<file path="src/rtl/atten_pkg.sv">
// Shared constants and the gain-table generator for the stereo attenuator.
// Assumes the coefficient function is called only at elaboration time.
package atten_pkg;

    localparam int DEF_SAMPLE_W = 16;
    localparam int DEF_CODE_W   = 6;
    localparam int DEF_COEF_W   = 16;

    // Linear gain 10^(-n/20) scaled by 2^frac and rounded to nearest.
    function automatic int unsigned gain_coef(input int n, input int frac);
        real g;
        g = 10.0 ** (-real'(n) / 20.0);
        return int'($rtoi(g * (2.0 ** frac) + 0.5));
    endfunction

endpackage

</file>
<file path="src/rtl/atten_gain_rom.sv">
// Combinational dB-to-linear lookup: code n selects round(2^(COEF_W-1)*10^(-n/20)).
// Assumes COEF_W-1 fraction bits, so unity gain fits as 1 << (COEF_W-1).
module atten_gain_rom #(
    parameter int CODE_W = atten_pkg::DEF_CODE_W,
    parameter int COEF_W = atten_pkg::DEF_COEF_W
) (
    input  logic [CODE_W-1:0] code,
    output logic [COEF_W-1:0] coef
);
    localparam int DEPTH = 1 << CODE_W;
    localparam int FRAC  = COEF_W - 1;

    logic [COEF_W-1:0] table_q [DEPTH];

    for (genvar i = 0; i < DEPTH; i++) begin : g_entry
        localparam logic [COEF_W-1:0] ENTRY = COEF_W'(atten_pkg::gain_coef(i, FRAC));
        assign table_q[i] = ENTRY;
    end

    // Select the coefficient for the requested code.
    always_comb coef = table_q[code];

endmodule

</file>
<file path="src/rtl/atten_scale.sv">
// Signed-by-unsigned multiply with round-half-up and truncation back to SAMPLE_W.
// Assumes coef <= 1.0 in Q1.(COEF_W-1), so the result never needs saturation.
module atten_scale #(
    parameter int SAMPLE_W = atten_pkg::DEF_SAMPLE_W,
    parameter int COEF_W   = atten_pkg::DEF_COEF_W
) (
    input  logic signed [SAMPLE_W-1:0] x,
    input  logic        [COEF_W-1:0]   coef,
    output logic signed [SAMPLE_W-1:0] y
);
    localparam int PW   = SAMPLE_W + COEF_W + 1;
    localparam int FRAC = COEF_W - 1;

    logic signed [PW-1:0] xs;
    logic signed [PW-1:0] cs;
    logic signed [PW-1:0] prod;
    logic signed [PW-1:0] rnd;

    // Widen, multiply, add half an LSB and drop the fraction bits.
    always_comb begin
        xs   = PW'(x);
        cs   = PW'(signed'({1'b0, coef}));
        prod = xs * cs;
        rnd  = prod + (PW'(1) <<< (FRAC - 1));
        y    = SAMPLE_W'(rnd >>> FRAC);
    end

endmodule

</file>
<file path="src/rtl/atten_chan.sv">
// One channel: stage 1 captures sample, coefficient and mute on in_valid;
// stage 2 scales, forces zero when muted and holds the result.
// Assumes the top drives s1_valid one cycle after in_valid.
module atten_chan #(
    parameter int SAMPLE_W = atten_pkg::DEF_SAMPLE_W,
    parameter int CODE_W   = atten_pkg::DEF_CODE_W,
    parameter int COEF_W   = atten_pkg::DEF_COEF_W
) (
    input  logic                       clk,
    input  logic                       rst_n,
    input  logic                       in_valid,
    input  logic                       s1_valid,
    input  logic signed [SAMPLE_W-1:0] in_smp,
    input  logic        [CODE_W-1:0]   in_code,
    input  logic                       in_mute,
    output logic signed [SAMPLE_W-1:0] out_smp
);
    logic        [COEF_W-1:0]   coef_c;
    logic signed [SAMPLE_W-1:0] s1_smp;
    logic        [COEF_W-1:0]   s1_coef;
    logic                       s1_mute;
    logic signed [SAMPLE_W-1:0] scaled_c;

    atten_gain_rom #(.CODE_W(CODE_W), .COEF_W(COEF_W)) u_rom (
        .code (in_code),
        .coef (coef_c)
    );

    // Capture the sample and its settings once per input strobe.
    always_ff @(posedge clk) begin
        if (!rst_n) begin
            s1_smp  <= '0;
            s1_coef <= '0;
            s1_mute <= 1'b0;
        end else if (in_valid) begin
            s1_smp  <= in_smp;
            s1_coef <= coef_c;
            s1_mute <= in_mute;
        end
    end

    atten_scale #(.SAMPLE_W(SAMPLE_W), .COEF_W(COEF_W)) u_scale (
        .x    (s1_smp),
        .coef (s1_coef),
        .y    (scaled_c)
    );

    // Register the scaled or muted result; hold it between strobes.
    always_ff @(posedge clk) begin
        if (!rst_n)        out_smp <= '0;
        else if (s1_valid) out_smp <= s1_mute ? '0 : scaled_c;
    end

    function automatic logic [SAMPLE_W:0] mag(input logic signed [SAMPLE_W-1:0] v);
        return v[SAMPLE_W-1] ? (SAMPLE_W+1)'(-$signed({v[SAMPLE_W-1], v})) : {1'b0, v};
    endfunction

    // attenuation never grows the magnitude of a sample.
    a_r10_bounded: assert property (@(posedge clk) disable iff (!rst_n)
        s1_valid |=> (mag(out_smp) <= mag($past(s1_smp))));

    // a captured mute yields exactly zero on the next result.
    a_r5_mute_zero: assert property (@(posedge clk) disable iff (!rst_n)
        (s1_valid && s1_mute) |=> (out_smp == '0));

endmodule

</file>
<file path="src/rtl/stereo_log_atten.sv">
// Stereo attenuator top: per-channel 1 dB step gain with per-channel and global mute.
// Two-cycle pipeline; settings sampled together with each sample pair.
// Assumes synchronous active-low reset, held for at least two edges.
module stereo_log_atten #(
    parameter int SAMPLE_W = atten_pkg::DEF_SAMPLE_W,
    parameter int CODE_W   = atten_pkg::DEF_CODE_W,
    parameter int COEF_W   = atten_pkg::DEF_COEF_W,
    localparam int CTL_W   = CODE_W + 1
) (
    input  logic                       clk,
    input  logic                       rst_n,
    input  logic                       in_valid,
    input  logic signed [SAMPLE_W-1:0] in_left,
    input  logic signed [SAMPLE_W-1:0] in_right,
    input  logic        [CTL_W-1:0]    ctl_left,
    input  logic        [CTL_W-1:0]    ctl_right,
    input  logic                       ext_mute,
    output logic                       out_valid,
    output logic signed [SAMPLE_W-1:0] out_left,
    output logic signed [SAMPLE_W-1:0] out_right
);
    localparam int NCH    = 2;
    localparam int MUTE_B = CODE_W;

    logic                       s1_valid;
    logic signed [SAMPLE_W-1:0] smp_in  [NCH];
    logic        [CTL_W-1:0]    ctl_in  [NCH];
    logic signed [SAMPLE_W-1:0] smp_out [NCH];

    // Gather both channels into arrays for the channel generate.
    always_comb begin
        smp_in[0] = in_left;
        smp_in[1] = in_right;
        ctl_in[0] = ctl_left;
        ctl_in[1] = ctl_right;
    end

    // Strobe pipeline matching the two data stages.
    always_ff @(posedge clk) begin
        if (!rst_n) begin
            s1_valid  <= 1'b0;
            out_valid <= 1'b0;
        end else begin
            s1_valid  <= in_valid;
            out_valid <= s1_valid;
        end
    end

    for (genvar c = 0; c < NCH; c++) begin : g_ch
        atten_chan #(.SAMPLE_W(SAMPLE_W), .CODE_W(CODE_W), .COEF_W(COEF_W)) u_ch (
            .clk      (clk),
            .rst_n    (rst_n),
            .in_valid (in_valid),
            .s1_valid (s1_valid),
            .in_smp   (smp_in[c]),
            .in_code  (ctl_in[c][CODE_W-1:0]),
            .in_mute  (ctl_in[c][MUTE_B] | ext_mute),
            .out_smp  (smp_out[c])
        );
    end

    assign out_left  = smp_out[0];
    assign out_right = smp_out[1];

    // every strobe in comes out exactly two cycles later.
    a_r6_latency: assert property (@(posedge clk) disable iff (!rst_n)
        in_valid |=> ##1 out_valid);
    a_r6_no_spurious: assert property (@(posedge clk) disable iff (!rst_n)
        !in_valid |=> ##1 !out_valid);

    // the external mute clears both channels of the captured pair.
    a_r4_global_mute: assert property (@(posedge clk) disable iff (!rst_n)
        (in_valid && ext_mute) |=> ##1 (out_left == '0 && out_right == '0));

    // code 0 unmuted passes the left sample through unchanged.
    a_r1_unity: assert property (@(posedge clk) disable iff (!rst_n)
        (in_valid && !ext_mute && ctl_left == '0) |=> ##1 (out_left == $past(in_left, 2)));

    // with no strobe in stage 1, outputs hold their values.
    a_r8_hold: assert property (@(posedge clk) disable iff (!rst_n)
        !s1_valid |=> ($stable(out_left) && $stable(out_right)));

endmodule

</file>
<file path="config.mk">
export PLATFORM = sky130hd
export DESIGN_NAME = stereo_log_atten
export DESIGN_NICKNAME = d
export VERILOG_FILES = /design/src/rtl/atten_pkg.sv /design/src/rtl/atten_gain_rom.sv /design/src/rtl/atten_scale.sv /design/src/rtl/atten_chan.sv /design/src/rtl/stereo_log_atten.sv
export SDC_FILE = /design/constraint.sdc
export NUM_CORES = 1
export LEC_CHECK = 0
export ABC_AREA = 1
export BUFFER_PORTS_ARGS = -buffer_cell sky130_fd_sc_hd__buf_2
export CORE_ASPECT_RATIO = 2
export CORE_MARGIN = 4
export CORE_UTILIZATION = 45
export CTS_BUF_LIST = sky130_fd_sc_hd__clkbuf_8 sky130_fd_sc_hd__clkbuf_16
export CTS_CLUSTER_SIZE = 24
export DETAILED_ROUTE_END_ITERATION = 8
export SLEW_MARGIN = 5
export SYNTH_ARGS = -nofsm -noshare
export SYNTH_HDL_FRONTEND = slang
export SYNTH_SLANG_ARGS = --single-unit
</file>
<file path="constraint.sdc">
create_clock -name clk -period 10.45 [get_ports clk]
set_input_delay 2.09 -clock clk [delete_from_list [all_inputs] [get_ports clk]]
set_output_delay 2.09 -clock clk [all_outputs]
set_load 0.01 [all_outputs]
</file>
==> results of run 1 <==
==> power by group through the flow <==
| stage | Clock [mW] | Sequential [mW] | Combinational (mW) |
|---|---|---|---|
| after floorplan | 0 | 0.432 | 0.770 |
| after global placement | 0 | 0.518 | 1.07 |
| after detailed placement | 0 | 0.518 | 1.06 |
| after CTS | 0.383 | 0.510 | 1.07 |
| after global routing | 0.391 | 0.515 | 1.20 |
| final | 0.366 | 0.511 | 1.06 |
==> final cells by class <==
cell class | instances | area share
clock inverters | 7 | 0.00272
repair buffers | 99 | 0.0216
clock buffers | 9 | 0.00906
multi-input cells | 2243 | 0.715
well taps | 665 | 0.0335
inverters | 914 | 0.138
flip-flops and latches | 100 | 0.0805
==> worst max-delay path, delay by kind of cell (launching register included) <==
family,cells,cell delay [ns]
AOI/OAI and AO/OA,1,0.07
DFF,1,1.02
and+or+nand+nor,8,1.13
buffers and inverters,4,0.22
adders and majority gates,7,3.44
==> metal layers <==
metal  vias to the layer above  global-route usage
met4                         0               0.234
met2                       646               0.551
met5                         -                   0
li1                       9910                   -
met1                     10174               0.248
met3                       327              0.0274
==> sequential cells by signal, indices dropped and copies added (netlist names) <==
name	count
g_ch.u_ch.s1_coef	32
s1_valid	1
g_ch.u_ch.s1_mute	2
g_ch.u_ch.out_smp	32
out_valid	1
g_ch.u_ch.s1_smp	32
==> through the flow <==
stage          hold slack, ns  cell area (µm²)  utilization
2_1_floorplan           0.411            23900            -
3_3_place_gp            0.451            24600        0.467
3_5_place_dp            0.454            24600        0.467
4_1_cts                 0.467            24900        0.473
5_1_grt                 0.484            24900        0.473
6_report                0.462            24900        0.473
==> layout by cell type, fill, tap and decap left out, types with 3 or more instances in the layout <==
| cell type | synthesis | final |
|---|---|---|
| a21boi_0 | 3 | 3 |
| nor3_1 | 22 | 22 |
| nand2_2 | 12 | 12 |
| dfxtp_1 | 100 | 100 |
| o311ai_0 | 4 | 4 |
| a21oi_1 | 136 | 136 |
| nor2_1 | 214 | 214 |
| nor4_1 | 5 | 5 |
| o21ai_0 | 115 | 115 |
| fa_1 | 388 | 388 |
| o22ai_1 | 9 | 9 |
| o211ai_1 | 8 | 8 |
| or2_2 | 17 | 17 |
| inv_6 | 0 | 3 |
| o21bai_1 | 12 | 12 |
| ha_1 | 238 | 238 |
| nand3b_1 | 4 | 4 |
| clkbuf_16 | 0 | 9 |
| a31oi_1 | 10 | 10 |
| a21oi_2 | 3 | 3 |
| inv_2 | 5 | 6 |
| nand4_1 | 16 | 16 |
| nand2_1 | 885 | 885 |
| buf_2 | 17 | 82 |
| inv_1 | 908 | 907 |
| o21ai_1 | 5 | 5 |
| nand3_1 | 104 | 104 |
| nor2_2 | 3 | 3 |
| buf_4 | 2 | 17 |
| a41oi_1 | 6 | 6 |
==> path summary, 6_finish.rpt <==
check,endpoint,slack (ns),cells past startpoint,from
min,g_ch[0].u_ch.out_smp[0],0.46,2,g_ch[0].u_ch.out_smp[0]
max,g_ch[0].u_ch.out_smp[10],4.42,20,g_ch[0].u_ch.s1_coef[6]
min reg2reg,g_ch[0].u_ch.out_smp[0],0.46,2,g_ch[0].u_ch.out_smp[0]
max reg2reg,g_ch[0].u_ch.out_smp[10],4.42,20,g_ch[0].u_ch.s1_coef[6]
==> logic make-up (layout without fill, tap and decap cells) <==
logic type | count (synthesis) | in the layout
AO/OA/AOI/OAI | 324 | 324
XOR/XNOR | 4 | 4
adder cells (fa/ha/maj) | 626 | 626
buffers and inverters | 1080 | 1029
flip-flops | 100 | 100
AND/OR/NAND/NOR | 1289 | 1289
==> impl_metrics.py, run 1 <==
metrics = {
    "synth": {
        "synth_mux_area_frac": 0,
        "postSynthAreaPerCell_um2": 6.97,
        "synthTopCellsByCount": "inv_1 (908), nand2_1 (885), fa_1 (388)",
        "synth_flop_cell": "dfxtp_1",
        "syn_nets": 4099,
        "ys.warnings.count": 0,
        "synth_edf_count": 0,
        "synth_area_leader_cell": "fa_1",
        "synth-simple-area-share": 0.217,
        "syn_inst": 3423,
        "synth.top_cell.area_share": 0.326,
        "synth_area_leaders": "fa_1 (33%), inv_1 (14%), nand2_1 (14%)",
        "synth-compound-area-share": 0.0755,
        "synth.most_common_cell": "inv_1",
        "synth.distinct_cells": 48,
        "synth-xor-area-share": 0.00147,
        "synthArstFlopShare": 0,
        "synth_seq_area_share": 0.0839,
        "synthAdderAreaFrac": 0.451,
        "synth_seq_cells": 100,
        "syn-cell-area_um2": 23900,
        "synth_top_family_by_area": "adder cells",
    },
    "pwr": {
        "clkPwrFrac": 0.190,
        "p_sw_frac": 0.506,
        "switchingPower_mw": 0.979,
        "p_comb_frac": 0.546,
        "power_mw": 1.93,
        "ir_drop_mv": 0.0776,
        "pwr-share-seq": 0.264,
        "leakage_nw": 14.6,
        "p_int_mw": 0.954,
        "power_density_nw_per_um2": 77.8,
    },
    "critical_path": {
        "path_class": "register to register",
        "slowest_stage": "dfxtp_1",
        "critical_path_required_ns": 10.69,
        "path_cells": "nand2_1 > fa_1 > inv_1 > fa_1 > fa_1 > fa_1 > fa_1 > inv_1 > fa_1 > inv_1 > ha_1 > nand2_1 > nor2_1 > inv_1 > nor3_1 > nand3_1 > nand3_1 > nand2_1 > nand3_1 > a21oi_1",
        "startpoint_type": "register",
        "cpMostUsedCell": "fa_1",
        "end_kind": "register",
        "arrival_ns": 6.27,
        "cpPeakStageDelay_ns": 1.02,
        "cp_max_fo": 17,
    },
    "flow_run": {
        "maxCapViolCount": 0,
    },
    "detailed_routing": {
        "first_pass_iters": 5,
        "wl_per_cell_um": 19.1,
        "wl_met1_um": 23200,
        "wl_met2_um": 43200,
        "wl_um": 77300,
        "drt_iter0_markers": 1060,
        "drcViolationCount": 0,
        "top_layer_used": "met4",
        "via_per_inst": 5.22,
        "num_vias": 21057,
        "wl_met3_um": 2900,
        "ant_nets": 0,
    },
    "global_route": {
        "antenna_found_initial": 1,
        "grt_pass1_vias": 22768,
        "grt_usage": 0.282,
        "grt_max_degree": 62,
        "grt_pass1_wl_um": 122000,
        "overflow": 0,
    },
    "final_layout": {
        "num_antenna_cells": 0,
        "layout-drive-gt1-share": 0.0477,
        "multi_input_area_um2": 17800,
        "regArea_um2": 2000,
        "syn_to_final_growth_pct": 4.21,
        "nets": 4043,
        "final_cells": 4037,
        "fillers": 5523,
    },
    "sta": {
        "fin_crit_ns": 6.03,
        "setup_slack_ns": 4.42,
        "worstMarginPinSlew_ns": 1.05,
        "slew_violations": 0,
        "fin_setup_tns_ns": 0,
        "setup_violations": 0,
        "rsz0062_at_grt": "no",
        "max_freq_mhz": 166,
        "slew_headroom": 0.299,
        "hold_viol": 0,
        "finClkSkew_ns": 0.0106,
        "period_share": 0.577,
    },
    "clock_tree": {
        "cts_buffer_depth": 2,
        "cts_tree": "built",
        "clk_pin_slew_ns": 0.08,
        "postCtsSetupBuffers": 0,
        "cts_root_buf": "clkbuf_16",
        "cts_buffers": 9,
        "htreeDepth": 3,
        "clk_latency_ns": 0.39,
        "holdBufCountCts": 0,
        "clkSinkCount": 100,
        "cts_resized": 0,
    },
    "placed_design": {
        "dpl.hpwl_um": 62600,
        "io_buffers": 82,
        "place_congestion": 0.985,
        "pre_cts_slack_ns": 4.47,
        "dp.cells": 4021,
    },
    "run_status": {
        "status": "complete, no violations",
    },
    "die": {
        "die_w_um": 171,
        "core-area_um2": 52600,
        "dieArea_um2": 57000,
        "ios": 83,
        "chipHeight_um": 334,
        "initial_core_util": 0.454,
        "rows": 119,
    },
    "hold_path": {
        "hold_path_class": "register to register",
    },
}
Note: power is estimated with default switching activity, not from simulation.
==> run 2: changes to the inputs <==
clock period = 4.9 ns   (was 10.45 ns; I/O delays follow)
==> run 2 against run 1 <==
The run now ends with negative setup slack left. Wire length increased by 5.1%. Die area unchanged. Via count increased by 7.3%. Worst hold slack improved by 0.0012 ns. Clock power increased by 130%. Utilization increased by 9.2 points. Clock skew increased by 0.014 ns. Flip-flop and latch count unchanged. Largest cell class unchanged. Combinational power increased to 3.7 times the previous value. Critical path depth increased by 1.
==> impl_metrics.py, run 2 (synthesis results as in run 1) <==
metrics = {
    "sta": {
        "period_share": 1.08,
        "max_freq_mhz": 189,
        "setup_violations": 32,
        "setup_slack_ns": -0.401,
        "rsz0062_at_grt": "yes",
        "hold_viol": 0,
        "slew_violations": 0,
        "finClkSkew_ns": 0.0244,
        "fin_crit_ns": 5.30,
        "slew_headroom": 0.394,
        "worstMarginPinSlew_ns": 0.908,
    },
    "final_layout": {
        "largestRegisters": "g_ch.u_ch.out_smp x32, g_ch.u_ch.s1_coef x32, g_ch.u_ch.s1_smp x32",
        "regArea_um2": 2140,
        "fillers": 5114,
        "design_area_um2": 29700,
        "num_antenna_cells": 0,
        "final_common_cell": "inv_1",
        "multi_input_area_um2": 19400,
        "nets": 4373,
        "syn_to_final_growth_pct": 24.4,
        "layout-drive-gt1-share": 0.243,
        "final_cell_mix": "inv_1 (827), nand2_1 (792), fa_1 (364)",
    },
    "clock_tree": {
        "clk_pin_slew_ns": 0.10,
        "clkSinkCount": 100,
        "cts_buffer_depth": 2,
        "cts_buffers": 9,
        "htreeDepth": 3,
        "holdBufCountCts": 0,
        "clk_latency_ns": 0.41,
        "cts_tree": "built",
        "cts_root_buf": "clkbuf_16",
    },
    "critical_path": {
        "slowest_stage": "fa_1",
        "reg2reg_depth": 21,
        "r2r-end": "g_ch[1].u_ch.out_smp[12]",
        "startpoint_type": "register",
        "path_cells": "buf_6 > nand2_1 > inv_1 > fa_1 > fa_1 > fa_1 > fa_1 > fa_1 > inv_2 > fa_1 > inv_2 > ha_4 > buf_6 > nand4_1 > buf_6 > nor4_4 > nand2_2 > nand2_1 > nand2_1 > nand3_2 > a21oi_2",
        "end_kind": "register",
        "r2r-start": "g_ch[1].u_ch.s1_coef[6]",
        "regToRegSetupSlack_ns": -0.40,
        "arrival_ns": 5.55,
        "critical_path_required_ns": 5.15,
        "cpPeakStageDelay_ns": 0.58,
        "cpMostUsedCell": "fa_1",
        "path_class": "register to register",
        "cp_max_fo": 5,
    },
    "detailed_routing": {
        "first_pass_iters": 5,
        "drcViolationCount": 0,
        "via_per_inst": 5.17,
        "wl_per_cell_um": 18.6,
        "ant_nets": 0,
        "num_vias": 22599,
        "drt_iter0_markers": 1059,
        "wl_um": 81300,
    },
    "hold_path": {
        "min-delay-start": "g_ch[1].u_ch.out_smp[15]",
        "hold_end": "g_ch[1].u_ch.out_smp[15]",
        "hold_depth": 2,
        "hold_path_class": "register to register",
    },
    "die": {
        "chipHeight_um": 334,
        "rows": 119,
        "dieArea_um2": 57000,
        "core-area_um2": 52600,
        "die_w_um": 171,
        "initial_core_util": 0.454,
        "ios": 83,
    },
    "global_route": {
        "grt_max_degree": 61,
        "overflow": 0,
        "grt_pass1_wl_um": 127000,
        "grt_pass1_vias": 24674,
        "antenna_found_initial": 0,
        "grt_usage": 0.291,
    },
    "pwr": {
        "leakage_nw": 16.7,
        "power_density_nw_per_um2": 192,
        "ir_drop_mv": 0.183,
    },
    "placed_design": {
        "pre_cts_slack_ns": -0.604,
        "place_congestion": 0.937,
        "dpl_cell_area_um2": 27200,
        "io_buffers": 82,
        "dpl.hpwl_um": 67000,
    },
    "flow_run": {
        "maxCapViolCount": 0,
    },
    "run_status": {
        "violations": "negative setup slack",
        "status": "finished with violations",
    },
}
-- run 2: how the worst max path moves through the flow --
stage / start / end / slack (ns) / depth (start not counted)
after global placement: g_ch[1].u_ch.s1_coef[11] / g_ch[1].u_ch.out_smp[6] / -0.55 / 21
after detailed placement: g_ch[1].u_ch.s1_coef[11] / g_ch[1].u_ch.out_smp[13] / -0.60 / 20
after CTS: g_ch[1].u_ch.s1_smp[5] / g_ch[1].u_ch.out_smp[12] / -0.41 / 23
after global routing: g_ch[1].u_ch.s1_coef[6] / g_ch[1].u_ch.out_smp[9] / -0.69 / 22
after floorplan: g_ch[1].u_ch.s1_smp[8] / g_ch[1].u_ch.out_smp[6] / -0.02 / 24
final: g_ch[1].u_ch.s1_coef[6] / g_ch[1].u_ch.out_smp[12] / -0.40 / 21
-- run 2: routing by layer --
metal | vias up | global-route usage | routed length (µm)
met3 | 398 | 0.0238 | 2550
met1 | 10931 | 0.248 | 23800
met2 | 685 | 0.573 | 46000
li1 | 10585 | - | -
met4 | 0 | 0.255 | 8890
met5 | - | 0 | 0
-- run 2: timing repair --
item / 4_1_cts / 5_1_grt
setup buffers: 45 / 23
endpoints found under the setup margin: 32 / 32
gates cloned: 0 / 1
pin swaps: 121 / 117
hold endpoints to repair: 0 / 0
gates resized for setup: 344 / 176
-- run 2: cell type report --
type,count,area share
sequential,100,0.0721
clock inverter,7,0.00282
timing repair buffer,429,0.121
inverter,914,0.116
multi-input combinational,2243,0.652
clock buffer,9,0.00759
tap,665,0.0280
-- run 2: report_power, final --
part / internal, mW / switching [mW]
Clock: 0.406 / 0.434
Sequential: 0.870 / 0.0924
Combinational: 1.65 / 2.25
-- run 2: critical path: cells and delay by family, from the launching register on --
| kind | cells | cell delay [ns] |
|---|---|---|
| adders and majority gates | 7 | 3.42 |
| buffers and inverters | 6 | 0.55 |
| DFF | 1 | 0.39 |
| AOI/OAI and AO/OA | 1 | 0.06 |
| and+or+nand+nor | 7 | 0.71 |
-- run 2: per-stage QoR --
step	utilization	hold WS, ns	TNS (ns)	power (mW)	cells
after floorplan	-	0.411	-0.0617	2.86	3423
after detailed placement	0.518	0.457	-16.21	4.06	4287
after CTS	0.550	0.465	-9.74	5.46	4346
after global placement	0.518	0.454	-15.08	4.04	4287
final	0.565	0.463	-10.38	5.71	4367
after global routing	0.565	0.487	-17.31	6.11	4367
